--- src/rtl/rsqrt_seed.sv ---
module rsqrt_seed #(
  parameter int W = 32
) (
  input  logic         clk,
  input  logic         rst,
  input  logic         op_valid,
  input  logic [W-1:0] op_word,
  output logic         res_valid,
  output logic [W-1:0] res_word,
  output logic         res_invalid
);
  localparam logic [W-1:0] QNAN_CODE  = 32'h7FC0_0000;
  localparam logic [W-1:0] NEG_CODE   = 32'h7FC0_0004;
  localparam logic [W-1:0] INF_CODE   = 32'h7F80_0000;
  localparam logic [7:0]   EXP_OFFSET = 8'hBD;

  function automatic logic [7:0] pair_val(input logic [5:0] p);
    case (p)
      6'd0:  pair_val = 8'd253;  6'd1:  pair_val = 8'd245;  6'd2:  pair_val = 8'd239;  6'd3:  pair_val = 8'd231;
      6'd4:  pair_val = 8'd225;  6'd5:  pair_val = 8'd217;  6'd6:  pair_val = 8'd211;  6'd7:  pair_val = 8'd205;
      6'd8:  pair_val = 8'd201;  6'd9:  pair_val = 8'd195;  6'd10: pair_val = 8'd189;  6'd11: pair_val = 8'd185;
      6'd12: pair_val = 8'd179;  6'd13: pair_val = 8'd175;  6'd14: pair_val = 8'd169;  6'd15: pair_val = 8'd165;
      6'd16: pair_val = 8'd161;  6'd17: pair_val = 8'd157;  6'd18: pair_val = 8'd153;  6'd19: pair_val = 8'd149;
      6'd20: pair_val = 8'd145;  6'd21: pair_val = 8'd141;  6'd22: pair_val = 8'd137;  6'd23: pair_val = 8'd133;
      6'd24: pair_val = 8'd131;  6'd25: pair_val = 8'd127;  6'd26: pair_val = 8'd123;  6'd27: pair_val = 8'd121;
      6'd28: pair_val = 8'd117;  6'd29: pair_val = 8'd115;  6'd30: pair_val = 8'd111;  6'd31: pair_val = 8'd109;
      6'd32: pair_val = 8'd103;  6'd33: pair_val = 8'd99;   6'd34: pair_val = 8'd93;   6'd35: pair_val = 8'd89;
      6'd36: pair_val = 8'd83;   6'd37: pair_val = 8'd79;   6'd38: pair_val = 8'd75;   6'd39: pair_val = 8'd71;
      6'd40: pair_val = 8'd67;   6'd41: pair_val = 8'd63;   6'd42: pair_val = 8'd59;   6'd43: pair_val = 8'd55;
      6'd44: pair_val = 8'd53;   6'd45: pair_val = 8'd49;   6'd46: pair_val = 8'd45;   6'd47: pair_val = 8'd43;
      6'd48: pair_val = 8'd39;   6'd49: pair_val = 8'd37;   6'd50: pair_val = 8'd33;   6'd51: pair_val = 8'd31;
      6'd52: pair_val = 8'd27;   6'd53: pair_val = 8'd25;   6'd54: pair_val = 8'd23;   6'd55: pair_val = 8'd19;
      6'd56: pair_val = 8'd17;   6'd57: pair_val = 8'd15;   6'd58: pair_val = 8'd13;   6'd59: pair_val = 8'd11;
      6'd60: pair_val = 8'd9;    6'd61: pair_val = 8'd7;    6'd62: pair_val = 8'd5;    default: pair_val = 8'd3;
    endcase
  endfunction

  logic       sgn;
  logic [7:0] ex;
  logic [22:0] fr;
  logic [7:0] ex_m1;
  logic [6:0] idx;
  logic [7:0] seed_m;
  logic [7:0] seed_e;
  logic       is_nan, is_snan, is_zd, is_inf;
  logic [W-1:0] nxt_word;
  logic       nxt_inv;

  assign sgn     = op_word[31];
  assign ex      = op_word[30:23];
  assign fr      = op_word[22:0];
  assign ex_m1   = ex - 8'd1;
  assign idx     = {ex_m1[0], fr[22:17]};
  assign seed_m  = pair_val(idx[6:1]) - {7'd0, idx[0]};
  assign seed_e  = EXP_OFFSET - {1'b0, ex_m1[7:1]};
  assign is_nan  = (&ex) && (|fr);
  assign is_snan = is_nan && !fr[22];
  assign is_zd   = (ex == 8'd0);
  assign is_inf  = (&ex) && (fr == 23'd0);

  always_comb begin
    if (is_nan)       nxt_word = QNAN_CODE;
    else if (is_zd)   nxt_word = INF_CODE | {sgn, 31'd0};
    else if (sgn)     nxt_word = NEG_CODE;
    else if (is_inf)  nxt_word = '0;
    else              nxt_word = {1'b0, seed_e, seed_m, 15'd0};
  end

  assign nxt_inv = is_snan || (!is_nan && !is_zd && sgn);

  always_ff @(posedge clk) begin
    if (rst) begin
      res_valid   <= 1'b0;
      res_word    <= '0;
      res_invalid <= 1'b0;
    end else begin
      res_valid <= op_valid;
      if (op_valid) begin
        res_word    <= nxt_word;
        res_invalid <= nxt_inv;
      end
    end
  end

  AST_VALID_FOLLOWS: assert property (@(posedge clk) disable iff (rst) op_valid |=> res_valid);
  AST_VALID_IDLE: assert property (@(posedge clk) disable iff (rst) !op_valid |=> !res_valid);
  AST_IDLE_HOLD: assert property (@(posedge clk) disable iff (rst) !op_valid |=> ($stable(res_word) && $stable(res_invalid)));
  AST_LOW_ZERO: assert property (@(posedge clk) disable iff (rst) (res_valid && res_word != NEG_CODE) |-> res_word[14:0] == 15'd0);
  AST_NEG_FLAG: assert property (@(posedge clk) disable iff (rst) (res_valid && res_word == NEG_CODE) |-> res_invalid);
  AST_SNAN_FLAG: assert property (@(posedge clk) disable iff (rst) (op_valid && (&op_word[30:23]) && (|op_word[21:0]) && !op_word[22]) |=> (res_invalid && res_word == QNAN_CODE));
  AST_POS_SIGN: assert property (@(posedge clk) disable iff (rst) (op_valid && !op_word[31] && op_word[30:23] != 8'd0 && op_word[30:23] != 8'hFF) |=> !res_word[31]);
endmodule

--- config.mk ---
export PLATFORM = sky130hd
export DESIGN_NAME = rsqrt_seed
export DESIGN_NICKNAME = d
export VERILOG_FILES = /design/src/rtl/rsqrt_seed.sv
export SDC_FILE = /design/constraint.sdc
export NUM_CORES = 1
export LEC_CHECK = 0
export BUFFER_PORTS_ARGS = -buffer_cell sky130_fd_sc_hd__buf_2
export CORE_ASPECT_RATIO = 2
export CORE_MARGIN = 2
export CORE_UTILIZATION = 41
export CTS_CLUSTER_DIAMETER = 120
export DETAILED_ROUTE_END_ITERATION = 16
export PLACE_DENSITY = 0.65
export SYNTH_ARGS = -nofsm -noshare
export SYNTH_HDL_FRONTEND = slang
export SYNTH_SLANG_ARGS = --single-unit
--- constraint.sdc ---
create_clock -name clk -period 5.43 [get_ports clk]
set_input_delay 0.543 -clock clk [delete_from_list [all_inputs] [get_ports clk]]
set_output_delay 0.543 -clock clk [all_outputs]
set_load 0.02 [all_outputs]
==> flow_summary_export.csv, run 1 <==
group,metric,value,unit
power_and_ir_drop,p_total,0.0004669,W
detailed_routing,drt_iter0_drc,32,
timing,slew_violations,0,
setup_path,cp-start-kind,"input pin",
timing,max_slew_margin,55.34,%
worst_hold_path,worstHoldStart,"res_word[15]",
detailed_routing,drt_pre_antenna_iters,6,
placed_design,io_buffers,54,
clocking,cts_buffers,3,
die,num_io_pins,69,
setup_path,critPathMaxFanout,16,
clocking,clkTransAtPathRegs,70,ps
clocking,root_buffer,"clkbuf_8",
synthesis,synth_edf_count,0,
setup_path,r2r_cells,3,
power_and_ir_drop,vdd_drop_max,191.6,uV
finish,layout_common_cells,"buf_2 (54), dfxtp_1 (20), nor2_1 (18), nand2_1 (18)",
setup_path,cp_slowest_cell,"or3b_2",
die,fp.dieW,54.65,microns
finish,diodes,0,
timing,worst_slew_pin_slew,664.8,ps
synthesis,ys_seq_area_share,19.04,%
global_routing,grt_overflow,0,
run,maxCapViolCount,0,
clocking,post_cts_resized,0,
clocking,htree_levels,1,
timing,setup_ws,2539,ps
finish,final_common_cell,"buf_2",
setup_path,r2r_end,"res_word[27]",
die,die_y,105.3,microns
clocking,post-cts-setup-buffers,0,
timing,hold_viol_final,0,
global_routing,grt_pass1_vias,1931,
setup_path,critical-path-max-stage-delay,470,ps
placed_design,hpwl,4622,microns
detailed_routing,drc,0,
synthesis,syn_area,2103,sq um
global_routing,use_met1,21.71,%
die,die_area,5754,sq um
setup_path,reg2reg_from,"res_word[27]",
setup_path,endpoint_kind,"register",
timing,fin_crit,2891,ps
synthesis,async_flop_share,0,%
setup_path,path_cells,"buf_2 -> inv_1 -> ha_1 -> nor2b_1 -> or2_2 -> ha_1 -> or3b_2 -> a32oi_1 -> mux2i_1 -> o21ai_1 -> a211oi_2",
finish,fill_cells,532,
detailed_routing,ant_nets,0,
placed_design,post-place-ws,2304,ps
finish,fin_nets,341,
global_routing,busiest_layer,"met2",
setup_path,crit_path_end,"res_word[28]",
finish,regArea,400.4,sq um
synthesis,synth_ff_type,"dfxtp_1",
setup_path,r2r_setup_slack,4560,ps
synthesis,syn_inst,259,
detailed_routing,routed_wl,5785,microns
clocking,cts_hold_buf,0,
timing,whs,462.8,ps
timing,fmax,345.9,MHz
clocking,cts.sinks,20,
clocking,cts_tree,"built",
finish,multi_input_area,1455,sq um
synthesis,syn_area_per_cell,8.121,sq um
clocking,insertion_delay,260,ps
detailed_routing,viasPerCell,5.807,
finish,area_growth_syn_to_layout,9.816,%
placed_design,gp_congestion,0.8605,
setup_path,arrival,3030,ps
timing,timing.final.crit_share,53.24,%
global_routing,grt_pass1_wl,9280,microns
global_routing,grt_use_met2,39.20,%
timing,finClkSkew,0,ps
detailed_routing,vias,2044,
power_and_ir_drop,powerDensity,202.1,nW/um^2
synthesis,synth.distinct_cells,68,
setup_path,cp_top_family,"simple AND/OR/NAND/NOR gates",
worst_hold_path,worstHoldPathType,"reg2reg",
timing,rsz0062_at_grt,"false",
synthesis,ys_ff_latch,20,
die,initial_core_util,42.84,%
detailed_routing,routedWlPerCell,16.43,microns
global_routing,grt_util_all_layers,21.20,%
synthesis,ys_warn_count,0,
global_routing,antenna_found_initial,0,
global_routing,grt_max_degree,35,
power_and_ir_drop,power.leakage,1.010,nW
setup_path,cp.depth,11,
timing,fin_setup_tns,0,ps
global_routing,grt_use_met3,1.700,%
status,status,"completed",
die,rows,36,
finish,post_route_cells_drive_above_1_share,28.81,%
setup_path,crit_top_cell,"ha_1",
setup_path,worstPathRequired,5570,ps
clocking,cts_buffer_depth,2,
die,coreArea,4910,sq um
setup_path,crit_start,"op_word[23]",
setup_path,crit_buf_inv,2,
timing,finalSetupViolCount,0,
setup_path,criticalPathCategory,"in2reg",
==> worst min-delay path by stage <==
stage	endpoint	depth (start not counted)
after global placement	res_word[15]	2
after CTS	res_word[15]	2
final	res_word[15]	2
after global routing	res_word[16]	1
after floorplan	res_word[2]	2
after detailed placement	res_word[15]	2
==> where the power goes <==
part / internal (W) / leakage (nW) / switching [W]
Combinational: 0.0000585 / 0.809 / 0.0000980
Clock: 0.0000984 / 0.0357 / 0.0000506
Sequential: 0.000156 / 0.165 / 0.00000489
Total: 0.000313 / 1.01 / 0.000154
==> cells by family after synthesis <==
logic type	Yosys count	synth area share, %
multiplexers	6	4.699
buffers and inverters	46	14.10
XOR/XNOR	6	2.498
adder cells (fa/ha/maj)	10	5.949
AO/OA/AOI/OAI	72	26.35
AND/OR/NAND/NOR	98	27.19
flip-flops	20	19.04
other	1	0.1783
==> worst min-delay path: cells and delay by family, from the launching register on <==
kind / cells / cell delay, ps
AND/OR/NAND/NOR: 1 / 60
flip-flops: 1 / 310
AO/OA/AOI/OAI: 1 / 50
==> layout make-up <==
type	count	area share (%)
Inverter	11	1.788
Timing Repair Buffer	54	11.70
Clock buffer	3	1.788
Sequential cell	20	17.33
Clock inverter	1	1.300
Multi-Input combinational cell	206	63.00
Tap cell	57	3.088
==> synthesized netlist by cell type (all sizes together) (2+ instances only) <==
| cell | count | share of area (%) |
|---|---|---|
| buf | 26 | 10 |
| dfxtp | 20 | 19 |
| nor2 | 19 | 3.5 |
| nand2 | 18 | 3.2 |
| a21oi | 15 | 3.7 |
| o21ai | 14 | 3.3 |
| inv | 11 | 2.0 |
| ha | 10 | 5.9 |
| clkbuf | 9 | 2.1 |
| nor2b | 9 | 2.7 |
| a211oi | 8 | 4.0 |
| nand3 | 8 | 1.9 |
| nand2b | 7 | 2.1 |
| nor4 | 6 | 1.8 |
| a22o | 5 | 2.1 |
| nor3 | 5 | 1.2 |
| nand4 | 4 | 1.9 |
| o21a | 4 | 1.4 |
| or3 | 4 | 1.2 |
| xor2 | 4 | 1.7 |
| a311oi | 3 | 1.5 |
| mux4 | 3 | 3.2 |
| nor3b | 3 | 1.3 |
| or2 | 3 | 0.89 |
| a211o | 2 | 0.83 |
| a21o | 2 | 1.1 |
| and3 | 2 | 0.89 |
| and4 | 2 | 0.95 |
| mux2i | 2 | 0.95 |
| nand3b | 2 | 0.71 |
| o2111ai | 2 | 0.83 |
| o211ai | 2 | 0.71 |
| o221ai | 2 | 0.83 |
| o311ai | 2 | 0.83 |
| or3b | 2 | 0.83 |
| xnor2 | 2 | 0.83 |
==> per-stage QoR <==
step           utilization [%]  area, sq um  cells
4_1_cts                  47.04         2310    352
3_3_place_gp             45.59         2238    348
5_1_grt                  47.04         2310    352
2_1_floorplan                -         2152    272
3_5_place_dp             45.59         2238    348
6_report                 47.04         2310    352
==> sequential cells by signal, summed over array words and instances, names as in the netlist <==
name and flops:
res_invalid 1, res_valid 1, res_word 18
==> per-layer routing <==
layer | share of wire (%) | vias to the layer above
met1 | 35 | 964
li1 | - | 997
met4 | 4.4 | 0
met3 | 3.1 | 20
met5 | 0 | -
met2 | 58 | 63
(Power assumes the default switching activity.)
==> inputs of run 2 (changes only) <==
--- a/config.mk
+++ b/config.mk
@@ -5,13 +5,14 @@
 export SDC_FILE = /design/constraint.sdc
 export NUM_CORES = 1
 export LEC_CHECK = 0
+export ABC_AREA = 1
 export BUFFER_PORTS_ARGS = -buffer_cell sky130_fd_sc_hd__buf_2
 export CORE_ASPECT_RATIO = 2
 export CORE_MARGIN = 2
 export CORE_UTILIZATION = 41
 export CTS_CLUSTER_DIAMETER = 120
 export DETAILED_ROUTE_END_ITERATION = 16
-export PLACE_DENSITY = 0.65
+export PLACE_DENSITY = 0.66
 export SYNTH_ARGS = -nofsm -noshare
 export SYNTH_HDL_FRONTEND = slang
 export SYNTH_SLANG_ARGS = --single-unit
==> constraint.sdc (replaced) <==
create_clock -name clk -period 2.7 [get_ports clk]
set_input_delay 0.27 -clock clk [delete_from_list [all_inputs] [get_ports clk]]
set_output_delay 0.27 -clock clk [all_outputs]
set_load 0.02 [all_outputs]
==> run 2 against run 1 <==
Against the previous run: via count rose by 7.5%; setup slack got worse by 1500 ps; power rose by 97%; clock power rose by 99%; non-clock buffer count rose by 1; worst hold slack got worse by 120 ps; clock-buffer cell count did not move; synthesized cell count rose by 27%.
==> flow_summary_export.csv, run 2 <==
group,metric,value,unit
global_routing,antenna_found_initial,0,
clocking,clkTransAtPathRegs,80,ps
detailed_routing,drc,0,
die,die_y,101.9,microns
timing,finClkSkew,0,ps
finish,area_growth_syn_to_layout,15.73,%
clocking,cts_buffer_depth,2,
global_routing,grt_overflow,0,
setup_path,r2r_setup_slack,2020,ps
worst_hold_path,worstHoldStart,"op_word[17]",
finish,largest_register_ffs,18,
power_and_ir_drop,power.leakage,1.163,nW
synthesis,ys_ff_latch,20,
status,status,"completed",
global_routing,grt_max_degree,20,
setup_path,r2r_end,"res_word[27]",
timing,hold_viol_final,0,
detailed_routing,routed_wl,5609,microns
global_routing,grt_util_all_layers,22.42,%
synthesis,ys_top_cells_by_area,"dfxtp_1 (20%), nand2_1 (18%), nor2_1 (7.5%), ha_1 (6.4%), a21oi_1 (5.9%)",
power_and_ir_drop,vdd_drop_max,310.1,uV
synthesis,synth.distinct_cells,35,
placed_design,hpwl,4706,microns
clocking,post-cts-setup-buffers,0,
setup_path,crit_start,"op_word[19]",
synthesis,synth_ff_type,"dfxtp_1",
synthesis,synth_edf_count,0,
detailed_routing,drt_iter0_drc,49,
setup_path,path_cells,"buf_2 -> inv_1 -> ha_1 -> inv_1 -> nor2_1 -> nand2_1 -> nor2_1 -> nand4_1 -> nand2_2 -> inv_1 -> nand3_1 -> a21oi_1",
setup_path,r2r_cells,2,
die,rows,35,
placed_design,post-place-ws,746.3,ps
placed_design,placed_area,2202,sq um
detailed_routing,ant_nets,0,
setup_path,critical-path-max-stage-delay,240,ps
setup_path,cp.depth,12,
synthesis,syn_area_per_cell,5.971,sq um
setup_path,cp_slowest_cell,"ha_1",
run,maxCapViolCount,0,
setup_path,arrival,1820,ps
die,num_io_pins,69,
worst_hold_path,worstHoldPathType,"in2reg",
detailed_routing,vias,2198,
setup_path,criticalPathCategory,"in2reg",
die,fp.dieW,52.95,microns
detailed_routing,viasPerCell,5.076,
finish,post_route_cells_drive_above_1_share,22.22,%
finish,fill_cells,546,
finish,diodes,0,
power_and_ir_drop,powerDensity,403.6,nW/um^2
clocking,cts_tree,"built",
finish,final_util,49.44,%
clocking,cts.sinks,20,
global_routing,grt_pass1_vias,2109,
setup_path,crit_buf_inv,4,
synthesis,syn_area,1964,sq um
clocking,post_cts_resized,0,
die,coreArea,4598,sq um
synthesis,ys_seq_area_share,20.38,%
clocking,insertion_delay,250,ps
detailed_routing,drt_pre_antenna_iters,5,
detailed_routing,routedWlPerCell,12.95,microns
synthesis,yosys.area.top_type_share,20.38,%
synthesis,syn_inst,329,
die,initial_core_util,42.72,%
die,die_area,5395,sq um
timing,fmax,592.5,MHz
synthesis,ys_warn_count,0,
finish,final_common_cell,"nand2_1",
clocking,cts_buffers,3,
setup_path,cp_top_family,"simple AND/OR/NAND/NOR gates",
finish,stdcell_area,2273,sq um
finish,layout_common_cells,"nand2_1 (95), buf_2 (54), nor2_1 (39), inv_1 (27)",
setup_path,reg2reg_from,"res_word[27]",
setup_path,critPathMaxFanout,7,
timing,rsz0062_at_grt,"false",
synthesis,synthMostInstantiatedCell,"nand2_1",
timing,whs,347.7,ps
finish,top_regs,"res_word (18), res_invalid (1), res_valid (1)",
clocking,root_buffer,"clkbuf_8",
synthesis,synth_top_area_cell,"dfxtp_1",
setup_path,cp-start-kind,"input pin",
timing,timing.final.crit_share,62.51,%
synthesis,ys_top_cells_by_count,"nand2_1 (95), nor2_1 (39), inv_1 (27)",
timing,fin_setup_tns,0,ps
setup_path,crit_path_end,"res_word[27]",
clocking,htree_levels,1,
setup_path,endpoint_kind,"register",
clocking,cts_hold_buf,0,
timing,fin_crit,1688,ps
timing,finalSetupViolCount,0,
finish,fin_nets,424,
timing,slew_violations,0,
finish,largest-register,"res_word",
synthesis,async_flop_share,0,%
setup_path,crit_top_cell,"inv_1",
placed_design,io_buffers,54,
timing,setup_ws,1012,ps
global_routing,grt_pass1_wl,9197,microns
setup_path,worstPathRequired,2830,ps
placed_design,gp_congestion,0.9170,
## run 2: cell types whose count changed in the layout (fill, tap and decap cells not counted), moves of 9 or more
| cell | delta |
|---|---|
| nand3_1 | +15 |
| nor2b_1 | -9 |
| nand2_1 | +77 |
| nor2_1 | +21 |
| inv_1 | +16 |
| o21ai_0 | +10 |
| a21oi_1 | +9 |
## run 2: worst min-delay path, stage by stage
cell and delay [ps]:
buf_2 100, nor2_1 40, nand2_1 80, a21oi_1 60
## run 2: cell type report
type                            instances  area, sq um  share of cell area (%)
Multi-Input combinational cell        268         1336                   58.78
Sequential cell                        20        400.4                   17.61
Timing Repair Buffer                   55        277.8                   12.22
Inverter                               31        118.9                   5.228
Tap cell                               55        68.82                   3.027
Clock buffer                            3        41.29                   1.816
Clock inverter                          1        30.03                   1.321
## run 2: worst min path at each step
stage                         endpoint  depth (start not counted)
final                     res_word[15]                          4
after global routing      res_word[15]                          4
after CTS                 res_word[15]                          4
after detailed placement  res_word[31]                          2
after global placement    res_word[31]                          2
after floorplan           res_word[15]                          3
## run 2: kinds of logic (layout without fill, tap and decap cells)
kind of cell               Yosys count  after routing  synth area share (%)
and+or+nand+nor                    182            182                 40.89
adders and majority gates           10             10                 6.369
buffers and inverters               54             90                 14.08
AOI/OAI and AO/OA                   59             59                 16.37
DFF                                 20             20                 20.38
other                                1             14                0.1909
xor gates and xnor gates             3              3                 1.720
## run 2: per-stage QoR
stage               total power [W]  std cells
floorplan                 0.0005465        342
global placement          0.0006239        429
detailed placement        0.0006255        429
CTS                       0.0009222        433
global route              0.0009796        433
finish                    0.0009177        433
## run 2: per-layer routing
| layer | routed length [microns] | vias up | track usage, % |
|---|---|---|---|
| li1 | - | 1124 | - |
| met1 | 1862 | 963 | 20.51 |
| met2 | 3271 | 86 | 46.06 |
| met3 | 192 | 25 | 1.462 |
| met4 | 283 | 0 | 10.65 |
| met5 | 0 | - | 0 |
## run 2: power by group
| group | total, W | switching (W) | internal [W] |
|---|---|---|---|
| Clock | 0.000297 | 0.0000993 | 0.000198 |
| Sequential | 0.000323 | 0.00000854 | 0.000314 |
| Combinational | 0.000298 | 0.000202 | 0.0000961 |
| Total | 0.000918 | 0.000309 | 0.000608 |
==> inputs of run 3 (changes only) <==
--- a/config.mk
+++ b/config.mk
@@ -12,7 +12,7 @@
 export CORE_UTILIZATION = 41
 export CTS_CLUSTER_DIAMETER = 120
 export DETAILED_ROUTE_END_ITERATION = 16
-export PLACE_DENSITY = 0.66
+export PLACE_DENSITY = 0.68
 export SYNTH_ARGS = -nofsm -noshare
 export SYNTH_HDL_FRONTEND = slang
 export SYNTH_SLANG_ARGS = --single-unit
==> constraint.sdc (replaced) <==
create_clock -name clk -period 1.4 [get_ports clk]
set_input_delay 0.14 -clock clk [delete_from_list [all_inputs] [get_ports clk]]
set_output_delay 0.14 -clock clk [all_outputs]
set_load 0.02 [all_outputs]
==> run 3 against run 2 <==
Against the previous run: clock skew did not move; sequential share of layout area shrank 2.3 points; highest routed layer unchanged; via count rose by 6.6%; power grew 100%; sequential cell count is the same; setup slack got worse by 900 ps.
==> flow_summary_export.csv, run 3 (synthesis gave the netlist of run 2 again) <==
group,metric,value,unit
setup_path,criticalPathCategory,"in2reg",
power_and_ir_drop,power.leakage,1.346,nW
finish,final_util,56.84,%
finish,largest_register_ffs,18,
timing,finalSetupViolCount,0,
placed_design,io_buffers,54,
timing,fmax,778.3,MHz
global_routing,grt_pass1_vias,2274,
worst_hold_path,worstHoldPathType,"in2reg",
timing,rsz0062_at_grt,"false",
power_and_ir_drop,p_comb_share,35.4,%
die,num_io_pins,69,
finish,fin_nets,459,
setup_path,reg2reg_from,"res_word[26]",
placed_design,post-place-ws,-235.2,ps
detailed_routing,ant_nets,0,
finish,largest-register,"res_word",
clocking,root_buffer,"clkbuf_8",
detailed_routing,drc,0,
die,coreArea,4598,sq um
clocking,clkTransAtPathRegs,80,ps
die,die_y,101.9,microns
finish,final_common_cell,"nand2_1",
run,maxCapViolCount,0,
finish,post_route_cells_drive_above_1_share,30.51,%
die,die_area,5395,sq um
detailed_routing,drt_iter0_drc,35,
global_routing,grt_overflow,0,
power_and_ir_drop,p_clk_share,30.9,%
timing,fin_crit,1285,ps
clocking,cts_buffers,3,
power_and_ir_drop,powerDensity,708.1,nW/um^2
timing,slew_violations,0,
finish,layout_common_cells,"nand2_1 (95), buf_2 (53), nor2_1 (38), buf_4 (35), inv_1 (26)",
clocking,cts_tree,"built",
finish,regArea,400.4,sq um
setup_path,r2r_cells,2,
timing,whs,226.4,ps
detailed_routing,routed_wl,5611,microns
worst_hold_path,worstHoldStart,"op_word[31]",
power_and_ir_drop,swShare,32.96,%
power_and_ir_drop,vdd_drop_max,898.5,uV
clocking,cts_hold_buf,0,
global_routing,grt_util_all_layers,22.06,%
power_and_ir_drop,pwr-share-seq,33.7,%
timing,setup_ws,115.2,ps
finish,area_growth_syn_to_layout,33.06,%
timing,fin_setup_tns,0,ps
setup_path,endpoint_kind,"register",
setup_path,worstPathRequired,1580,ps
timing,timing.final.crit_share,91.77,%
detailed_routing,viasPerCell,5.004,
placed_design,hpwl,4801,microns
die,rows,35,
finish,multi_input_area,1395,sq um
finish,fill_cells,489,
die,fp.dieW,52.95,microns
status,status,"completed",
clocking,htree_levels,1,
power_and_ir_drop,p_int,0.001241,W
timing,hold_viol_final,0,
global_routing,grt_pass1_wl,9087,microns
clocking,cts_buffer_depth,2,
placed_design,gp_congestion,0.9259,
worst_hold_path,hold_path_depth,3,
global_routing,grt_max_degree,18,
global_routing,antenna_found_initial,0,
setup_path,critPathMaxFanout,7,
setup_path,crit_start,"op_word[24]",
detailed_routing,vias,2342,
finish,diodes,0,
detailed_routing,routedWlPerCell,11.99,microns
timing,finClkSkew,0,ps
setup_path,arrival,1460,ps
clocking,insertion_delay,260,ps
clocking,cts.sinks,20,
finish,top_regs,"res_word (18), res_invalid (1), res_valid (1)",
die,initial_core_util,42.72,%
power_and_ir_drop,p_switching,0.0006099,W
setup_path,cp-start-kind,"input pin",
detailed_routing,drt_pre_antenna_iters,4,
run 3: changes by cell type in the layout (fill, tap and decap cells not counted), sizes merged:
| cell | before | now |
|---|---|---|
| buf | 55 | 90 |
run 3: worst paths after layout:
kind,to,slack (ps)
max,res_word[26],120
min,res_word[2],230
max reg2reg,res_word[26],720
min reg2reg,res_word[31],470
run 3: worst max-delay path, stage by stage:
cell and delay (ps):
buf_2 90, buf_4 110, ha_4 110, nand3_2 70, nor3_4 240, buf_6 130
nand2_2 70, nand4_1 200, o21ai_1 110, a21oi_1 190
run 3: routing by layer:
metal / share of wire [%] / global-route usage [%] / vias to the layer above
met1: 31 / 16.76 / 1058
met4: 5.3 / 12.23 / 0
met5: 0 / 0 / -
met3: 2.6 / 2.339 / 23
li1: - / - / 1200
met2: 61 / 47.50 / 61
run 3: per-stage QoR:
step / instance area [sq um] / cells / total power, W
detailed placement: 2467 / 463 / 0.001270
global route: 2614 / 468 / 0.001968
global placement: 2467 / 463 / 0.001263
floorplan: 2023 / 342 / 0.001056
CTS: 2539 / 467 / 0.001837
finish: 2614 / 468 / 0.001851
run 3: power groups by stage:
stage / Clock, W / Sequential [W] / Combinational [W]
floorplan: 0 / 0.000682 / 0.000374
global placement: 0 / 0.000636 / 0.000627
detailed placement: 0 / 0.000636 / 0.000634
CTS: 0.000576 / 0.000624 / 0.000636
global route: 0.000606 / 0.000627 / 0.000734
finish: 0.000572 / 0.000624 / 0.000655
run 3: layout make-up:
type / count / area share (%)
well taps: 55 / 2.633
clock buffers: 3 / 1.580
multi-input cells: 268 / 53.37
clock inverters: 1 / 1.149
flip-flops and latches: 20 / 15.32
inverters: 31 / 4.548
repair buffers: 90 / 21.40
run 3: what timing repair did:
action,CTS,global route
resized for setup,0,14
setup buffers,0,1
setup endpoints to repair,0,13
